--- src/rtl/dss_pkg.sv ---
`timescale 1ns/1ps
package dss_pkg;

    typedef enum logic [2:0] {
        ST_IDLE        = 3'd0,
        ST_BURST       = 3'd1,
        ST_SR_ENTRY    = 3'd2,
        ST_SR_READY    = 3'd3,
        ST_CLK_STOPPED = 3'd4,
        ST_LATCHED     = 3'd5
    } seq_state_e;

    localparam int CTL_W       = 3;
    localparam int CTL_SUSPEND = 0;
    localparam int CTL_STOPCLK = 1;
    localparam int CTL_HOLD    = 2;

    localparam int STAT_W       = 4;
    localparam int STAT_BUSY    = 0;
    localparam int STAT_READY   = 1;
    localparam int STAT_STOPPED = 2;
    localparam int STAT_HELD    = 3;

endpackage

--- src/rtl/dss_refresh_timer.sv ---
`timescale 1ns/1ps
module dss_refresh_timer #(
    parameter int CNT_W = 10
) (
    input  logic             clk,
    input  logic             rst,
    input  logic             en,
    input  logic             cnt_wr,
    input  logic [CNT_W-1:0] cnt_wdata,
    output logic             rfsh_req
);
    localparam logic [CNT_W-1:0] CNT_MAX = {CNT_W{1'b1}};

    logic [CNT_W-1:0] count_q;
    logic [CNT_W-1:0] remain_q;
    logic             at_zero;

    assign at_zero = (remain_q == '0);

    // interval register and down-counter
    always_ff @(posedge clk) begin
        if (rst) begin
            count_q  <= CNT_MAX;
            remain_q <= CNT_MAX;
        end else if (cnt_wr) begin
            count_q  <= cnt_wdata;
            remain_q <= cnt_wdata;
        end else if (en) begin
            if (at_zero) begin
                remain_q <= count_q;
            end else begin
                remain_q <= remain_q - 1'b1;
            end
        end
    end

    // one-cycle request per expiry
    always_ff @(posedge clk) begin
        if (rst) begin
            rfsh_req <= 1'b0;
        end else begin
            rfsh_req <= en && at_zero && !cnt_wr;
        end
    end

endmodule

--- src/rtl/dss_burst_counter.sv ---
`timescale 1ns/1ps
module dss_burst_counter #(
    parameter int BURST_CYC   = 16383,
    parameter int BURST_EXTRA = 64
) (
    input  logic clk,
    input  logic rst,
    input  logic run,
    output logic done
);
    localparam int TOTAL = BURST_CYC + BURST_EXTRA;
    localparam int BW    = $clog2(TOTAL + 1);
    localparam logic [BW-1:0] LAST = BW'(TOTAL - 1);

    logic [BW-1:0] elapsed_q;

    always_ff @(posedge clk) begin
        if (rst || !run) begin
            elapsed_q <= '0;
        end else if (elapsed_q != LAST) begin
            elapsed_q <= elapsed_q + 1'b1;
        end
    end

    assign done = run && (elapsed_q == LAST);

endmodule

--- src/rtl/dss_fsm.sv ---
`timescale 1ns/1ps
module dss_fsm
    import dss_pkg::*;
(
    input  logic             clk,
    input  logic             rst,
    input  logic             ctl_wr,
    input  logic [CTL_W-1:0] ctl_wdata,
    input  logic             burst_en,
    input  logic             burst_done,
    input  logic             sr_ack,
    output seq_state_e       state,
    output logic             timer_en,
    output logic             burst_run,
    output logic             sr_req,
    output logic             mclk_en,
    output logic             pin_hold,
    output logic [STAT_W-1:0] status
);
    seq_state_e state_n;
    logic       wr_suspend;
    logic       wr_stopclk;
    logic       wr_hold;

    assign wr_suspend = ctl_wr && ctl_wdata[CTL_SUSPEND];
    assign wr_stopclk = ctl_wr && ctl_wdata[CTL_STOPCLK];
    assign wr_hold    = ctl_wr && ctl_wdata[CTL_HOLD];

    // next-state decode
    always_comb begin
        state_n = state;
        unique case (state)
            ST_IDLE:        if (wr_suspend) state_n = burst_en ? ST_BURST : ST_SR_ENTRY;
            ST_BURST:       if (burst_done) state_n = ST_SR_ENTRY;
            ST_SR_ENTRY:    if (sr_ack)     state_n = ST_SR_READY;
            ST_SR_READY:    if (wr_stopclk) state_n = ST_CLK_STOPPED;
            ST_CLK_STOPPED: if (wr_hold)    state_n = ST_LATCHED;
            ST_LATCHED:     state_n = ST_LATCHED;
            default:        state_n = ST_IDLE;
        endcase
    end

    // state register
    always_ff @(posedge clk) begin
        if (rst) begin
            state <= ST_IDLE;
        end else begin
            state <= state_n;
        end
    end

    // Moore outputs
    always_comb begin
        timer_en  = 1'b0;
        burst_run = 1'b0;
        sr_req    = 1'b0;
        mclk_en   = 1'b1;
        pin_hold  = 1'b0;
        status    = '0;
        unique case (state)
            ST_IDLE: begin
                timer_en = 1'b1;
            end
            ST_BURST: begin
                burst_run         = 1'b1;
                status[STAT_BUSY] = 1'b1;
            end
            ST_SR_ENTRY: begin
                sr_req            = 1'b1;
                status[STAT_BUSY] = 1'b1;
            end
            ST_SR_READY: begin
                status[STAT_BUSY]  = 1'b1;
                status[STAT_READY] = 1'b1;
            end
            ST_CLK_STOPPED: begin
                mclk_en              = 1'b0;
                status[STAT_BUSY]    = 1'b1;
                status[STAT_READY]   = 1'b1;
                status[STAT_STOPPED] = 1'b1;
            end
            ST_LATCHED: begin
                mclk_en  = 1'b0;
                pin_hold = 1'b1;
                status   = '1;
            end
            default: begin
                timer_en = 1'b0;
            end
        endcase
    end

endmodule

--- src/rtl/dss_pin_hold.sv ---
`timescale 1ns/1ps
module dss_pin_hold #(
    parameter int PIN_W = 32
) (
    input  logic             clk,
    input  logic             rst,
    input  logic             hold,
    input  logic [PIN_W-1:0] pins_in,
    output logic [PIN_W-1:0] pins_out
);
    for (genvar b = 0; b < PIN_W; b++) begin : g_bit
        logic cap_q;
        always_ff @(posedge clk) begin
            if (rst) begin
                cap_q <= 1'b0;
            end else if (!hold) begin
                cap_q <= pins_in[b];
            end
        end
        assign pins_out[b] = hold ? cap_q : pins_in[b];
    end

endmodule

--- src/rtl/dram_suspend_seq.sv ---
`timescale 1ns/1ps
module dram_suspend_seq
    import dss_pkg::*;
#(
    parameter int CNT_W       = 10,
    parameter int PIN_W       = 32,
    parameter int BURST_CYC   = 16383,
    parameter int BURST_EXTRA = 64
) (
    input  logic               clk,
    input  logic               rst,
    input  logic               ctl_wr,
    input  logic [2:0]         ctl_wdata,
    input  logic               cnt_wr,
    input  logic [CNT_W-1:0]   cnt_wdata,
    input  logic               burst_en,
    input  logic               sr_ack,
    input  logic [PIN_W-1:0]   dram_pins_in,
    output logic               rfsh_req,
    output logic               burst_active,
    output logic               sr_req,
    output logic               mclk_en,
    output logic [PIN_W-1:0]   dram_pins_out,
    output logic [3:0]         ctl_status,
    output logic [2:0]         seq_state
);
    seq_state_e state;
    logic       timer_en;
    logic       burst_run;
    logic       burst_done;
    logic       pin_hold;

    dss_fsm u_fsm (
        .clk        (clk),
        .rst        (rst),
        .ctl_wr     (ctl_wr),
        .ctl_wdata  (ctl_wdata),
        .burst_en   (burst_en),
        .burst_done (burst_done),
        .sr_ack     (sr_ack),
        .state      (state),
        .timer_en   (timer_en),
        .burst_run  (burst_run),
        .sr_req     (sr_req),
        .mclk_en    (mclk_en),
        .pin_hold   (pin_hold),
        .status     (ctl_status)
    );

    dss_refresh_timer #(.CNT_W(CNT_W)) u_timer (
        .clk       (clk),
        .rst       (rst),
        .en        (timer_en),
        .cnt_wr    (cnt_wr),
        .cnt_wdata (cnt_wdata),
        .rfsh_req  (rfsh_req)
    );

    dss_burst_counter #(
        .BURST_CYC   (BURST_CYC),
        .BURST_EXTRA (BURST_EXTRA)
    ) u_burst (
        .clk  (clk),
        .rst  (rst),
        .run  (burst_run),
        .done (burst_done)
    );

    dss_pin_hold #(.PIN_W(PIN_W)) u_pins (
        .clk      (clk),
        .rst      (rst),
        .hold     (pin_hold),
        .pins_in  (dram_pins_in),
        .pins_out (dram_pins_out)
    );

    assign burst_active = burst_run;
    assign seq_state    = state;

endmodule

--- config.mk ---
export PLATFORM = sky130hd
export DESIGN_NAME = dram_suspend_seq
export DESIGN_NICKNAME = d
export VERILOG_FILES = /design/src/rtl/dss_pkg.sv /design/src/rtl/dss_refresh_timer.sv /design/src/rtl/dss_burst_counter.sv /design/src/rtl/dss_fsm.sv /design/src/rtl/dss_pin_hold.sv /design/src/rtl/dram_suspend_seq.sv
export SDC_FILE = /design/constraint.sdc
export NUM_CORES = 1
export LEC_CHECK = 0
export ABC_CLOCK_PERIOD_IN_PS = 2350
export BUFFER_PORTS_ARGS = -buffer_cell sky130_fd_sc_hd__clkbuf_2
export CAP_MARGIN = 20
export CORE_MARGIN = 3
export CORE_UTILIZATION = 35
export DETAILED_ROUTE_END_ITERATION = 10
export PLACE_DENSITY = 0.65
export SYNTH_ARGS = -nofsm -noshare
export SYNTH_HDL_FRONTEND = slang
export SYNTH_SLANG_ARGS = --single-unit
export TNS_END_PERCENT = 50
--- constraint.sdc ---
create_clock -name clk -period 2.35 [get_ports clk]
set_input_delay 0.47 -clock clk [delete_from_list [all_inputs] [get_ports clk]]
set_output_delay 0.47 -clock clk [all_outputs]
set_load 0.02 [all_outputs]
After elaboration in Yosys (flattened, before gate mapping):

Cells that the tools add are included.

* output and inout port bits: 43
* input bits: 51
* logic and storage cells: 117
* flip-flop bits (word level): 71

* muxes and demuxes: 50
* add/sub/neg operators: 2
* eq/ne operators: 12
* reductions and logical operators: 16

Operators with widths (count)
* $mux 1: 40
* $mux 10: 3
* $pmux 3 s6: 1
* $add 15x1->15 const B: 1
* $eq 15x15->1 const B: 1
* $mux 3: 5
* $ne 15x15->1 const B: 1
* $logic_not 10->1: 1
* $sub 10x1->10 const B: 1
* $eq 3x2->1 const B: 2
* $eq 3x3->1 const B: 2
* $logic_and 1x1->1: 6
* $ne 2x1->1 const B: 3
* $reduce_and 5->1: 1
* $reduce_or 5->1: 1
* $ne 2x2->1 const B: 2
* $eq 3x1->1 const B: 1
* $logic_not 3->1: 1
* $reduce_or 3->1: 1
* $logic_not 1->1: 2
* $mux 2: 1
* $reduce_bool 2->1: 1
* $reduce_or 2->1: 1
* $logic_or 1x1->1: 1

Depth between registers and ports, before layout:

* depth in word-level cells: 5
* depth in mapped cells: 8
* mapped depth without buffers: 6

By module:

Synthesis repeated with hierarchy kept, for this count alone.

* cell total of the unflattened synthesis: 350
* area, all modules: 3418.3 um^2

By module, submodules not included
* dss_pin_hold: area each 1370.1 um^2, cells an instance 103, instances 1
* dss_refresh_timer: area each 988.4 um^2, cells an instance 122, instances 1
* dss_burst_counter: area each 737.0 um^2, cells an instance 86, instances 1
* dss_fsm: area each 322.8 um^2, cells an instance 39, instances 1

Worst setup path before layout:

OpenSTA, ideal clock, no wires.

* path type: flip-flop to output port
* start: register u_fsm.state[2]
* end: output port dram_pins_out[0]
* slack: 0.066 ns
* cell stages (with the launch flop): 7
* data arrival time: 1.814 ns
* cells stage by stage: dfxtp_1 -> buf_2 -> nor2b_1 -> clkbuf_1 -> nand2_1 -> buf_2 -> mux2_2

* longest elaborated chain between the ends: 3

RTL lines
* start: declaration: line dss_fsm.sv:12 `output seq_state_e state,`
* start signal: assignment: line dss_fsm.sv:48 `state <= state_n;`
* $eq 3x3->1: line dss_fsm.sv:60 `unique case (state)`
* $mux 1: line dss_fsm.sv:60
* $mux 1
* end: declaration: line dram_suspend_seq.sv:23 `output logic [PIN_W-1:0] dram_pins_out,`

Every way passes these cells.

Worst setup path after layout:

* start: register u_fsm.state[2]
* end: output port dram_pins_out[6]

* longest elaborated chain between the ends: 3

RTL lines
* $eq 3x3->1: line dss_fsm.sv:60
* $mux 1: line dss_fsm.sv:60
* $mux 1: line dss_pin_hold.sv:20 `assign pins_out[b] = hold ? cap_q : pins_in[b];`

Every way passes these cells.

==> impl_metrics.tcl <==
set metrics [dict create \
    synth_seq_cells 71 \
    clockBufferDepth 2 \
    crit_path_max_fanout 33 \
    endpoint_kind "output pin" \
    rows 34 \
    numPlacedInstances 543 \
    grt_first_pass_wirelength_um 12350 \
    setup_viol 0 \
    routed_wl_um 7568 \
    diodes 0 \
    cp.required_ps 1880 \
    synth-warning-count 0 \
    synth.most_common_cell "dfxtp_1" \
    drtPass1Iterations 5 \
    grtUsageTotal_pct 14.72 \
    worstPathArrival_ps 1680 \
    relSlewSlack_pct 64.92 \
    antenna_found_initial 0 \
    drive_above_1_share_pct 35.70 \
    placed_area_um2 3854 \
    nets 500 \
    crit_path_cell_trace "nor2b_2 > nand2_1 > buf_12 > mux2_2 > clkbuf_2" \
    maxCapViolations 0 \
    fin_crit_sh_pct 91.57 \
    hold_class "primary input to flop" \
    cts_buffers 9 \
    h-tree-depth 3 \
    slew_viol_final 0 \
    fill_cells 853 \
    yosys.cell_types.count 50 \
    instances_no_fill 559 \
    finalClockSkew_ps 6.072 \
    tns_ps 0 \
    synth_area_um2 3266 \
    clkTransAtPathRegs_ps 70 \
    p_leak_nw 1.775 \
    power.density_nw_per_um2 667.1 \
    crit_path_start_kind "flop" \
    slowest_delay_ps 370 \
    grt_pass1_vias 2590 \
    stdcell_area_um2 4048 \
    cts-root-buf "clkbuf_8" \
    drc 0 \
    place_hpwl_um 5579 \
    syn-instance-count 355 \
    syn_nets 409 \
    area_delta_synth_final_pct 23.95 \
    grt_max_degree 34 \
    synth.top_cells.by_count "71 x dfxtp_1, 36 x nor2b_1, 34 x mux2_2" \
    antenna_left 0 \
    routabilityCongestion 0.7868 \
    core_area_um2 8891 \
    hp-start "cnt_wdata[8]" \
    rr_endpoint "u_burst.elapsed_q[3]$_SDFFE_PP0N_" \
    tritoncts "yes" \
    hold_end "u_timer.count_q[8]$_SDFFE_PP1P_" \
    wire_per_inst_um 13.54 \
    vias 2745 \
    hold_path_depth 2 \
    synthArstFlopShare_pct 0 \
    die_y_um 102.6 \
    synth_edf_count 0 \
    rsz0062_at_grt "no" \
    die_x_um 102.6 \
    postSynthAreaPerCell_um2 9.199 \
    vias_per_cell 4.911 \
    dieArea_um2 10530 \
    fin_crit_ps 2152 \
    finalHoldViolations 0 \
    vdd_drop_max_v 0.0003161 \
    slowest_stage "mux2_2" \
    synth_area_leaders "dfxtp_1 44%, mux2_2 12%, nor2b_1 6.9%" \
    reg2reg_depth 4 \
    r2r_slack_ps 440 \
    path_class "flop to output pin" \
    synthFlopType "dfxtp_1" \
    drt_iter0_markers 130 \
    status "complete, no violations" \
    seq_area_frac_synth_pct 43.52 \
    synth_top_area_share_pct 43.52 \
    overflow 0 \
    r2r_start "u_burst.elapsed_q[6]$_SDFFE_PP0N_" \
    post_cts_buffers 0 \
    initial_core_util_pct 36.73 \
    synth_top_cell_by_area "dfxtp_1" \
    clock_latency_ps 330 \
    clock_sinks 71 \
    p_total_mw 2.700 \
    max_freq_mhz 464.7 \
    io_buffers 93 \
    worst_slew_pin_slew_ps 525.1 \
    io_pins 94 \
]
==> flip-flops by register name (all words and copies together) (netlist names) <==
signal / flops
u_pins.g_bit.cap_q: 32
u_fsm.state: 3
u_timer.remain_q: 10
u_timer.rfsh_req: 1
u_timer.count_q: 10
u_burst.elapsed_q: 15
==> through the flow <==
step | worst slack [ps] | utilization [%] | hold slack, ps
floorplan | 66.15 | - | 429.5
global placement | 483.1 | 43.34 | 442.7
detailed placement | 452.8 | 43.34 | 447.2
CTS | 79.39 | 45.50 | 340.2
global route | 46.27 | 45.52 | 365.9
finish | 198.1 | 45.52 | 363.3
==> per-layer routing <==
layer | track usage [%] | share of wire (%) | up-vias
li1 | - | - | 1412
met1 | 19.92 | 46 | 1254
met2 | 22.84 | 47 | 68
met3 | 3.654 | 5.0 | 11
met4 | 5.146 | 1.7 | 0
met5 | 0 | 0 | -
==> worst max-delay path: cells and delay by family (launching register included) <==
kind | cells | cell delay (ps)
simple gates | 2 | 280
flops | 1 | 310
mux | 1 | 370
buf+inv | 2 | 360
==> how the worst max path moves through the flow <==
| stage | startpoint | to | cells past startpoint |
|---|---|---|---|
| 2_1_floorplan | u_fsm.state[2]$_SDFFE_PP0P_ | dram_pins_out[0] | 6 |
| 3_3_place_gp | u_burst.elapsed_q[6]$_SDFFE_PP0N_ | u_burst.elapsed_q[3]$_SDFFE_PP0N_ | 4 |
| 3_5_place_dp | u_fsm.state[2]$_SDFFE_PP0P_ | dram_pins_out[4] | 5 |
| 4_1_cts | u_fsm.state[2]$_SDFFE_PP0P_ | dram_pins_out[4] | 5 |
| 5_1_grt | u_fsm.state[0]$_SDFFE_PP0P_ | burst_active | 2 |
| 6_report | u_fsm.state[2]$_SDFFE_PP0P_ | dram_pins_out[6] | 5 |
==> power by group <==
part	internal, mW	switching, mW
sequential	1.27	0.0532
clock	0.520	0.432
combinational	0.184	0.240
total	1.97	0.725
==> kinds of logic after synthesis <==
group	after synthesis	share of synthesized area (%)
simple gates	135	23.14
flops	71	43.52
compound gates	59	11.69
buf+inv	40	5.134
mux	38	12.95
xor+xnor	9	2.414
fa+ha+maj	3	1.150
==> cell type report <==
cell class              instances  area, um2  area share, %
flip-flops and latches         71       1421          35.12
multi-input cells             244       1679          41.48
repair buffers                104      560.5          13.85
inverters                      16      60.06          1.484
clock inverters                 3      42.54          1.051
clock buffers                  13      148.9          3.679
well taps                     108      135.1          3.338
==> what timing repair did <==
item                       in CTS  in global routing
setup endpoints to repair       0                 32
gates resized for setup         0                  1
hold buffers                    0                  0
==> layout by cell type, fill, tap and decap left out, types with 2 or more instances in the layout <==
cell	count
nor2_1	23
a21oi_1	16
nand3b_1	2
o31ai_1	2
buf_4	10
or4_4	2
dfxtp_1	71
mux2_2	34
nand2b_1	5
and2_1	2
clkbuf_2	93
ha_1	3
clkbuf_8	10
nand2_1	25
o211ai_1	4
and3_1	3
mux2i_1	4
nand4_1	4
o21ai_0	17
o41ai_1	2
nand3_1	8
xnor2_1	9
inv_1	16
nor4_1	4
or4_1	2
clkbuf_1	3
nor3_1	9
a31oi_1	2
or3_1	2
nor2b_1	35
a2bb2oi_1	2
o311ai_0	4
Note: power is estimated with default switching activity, not from simulation.
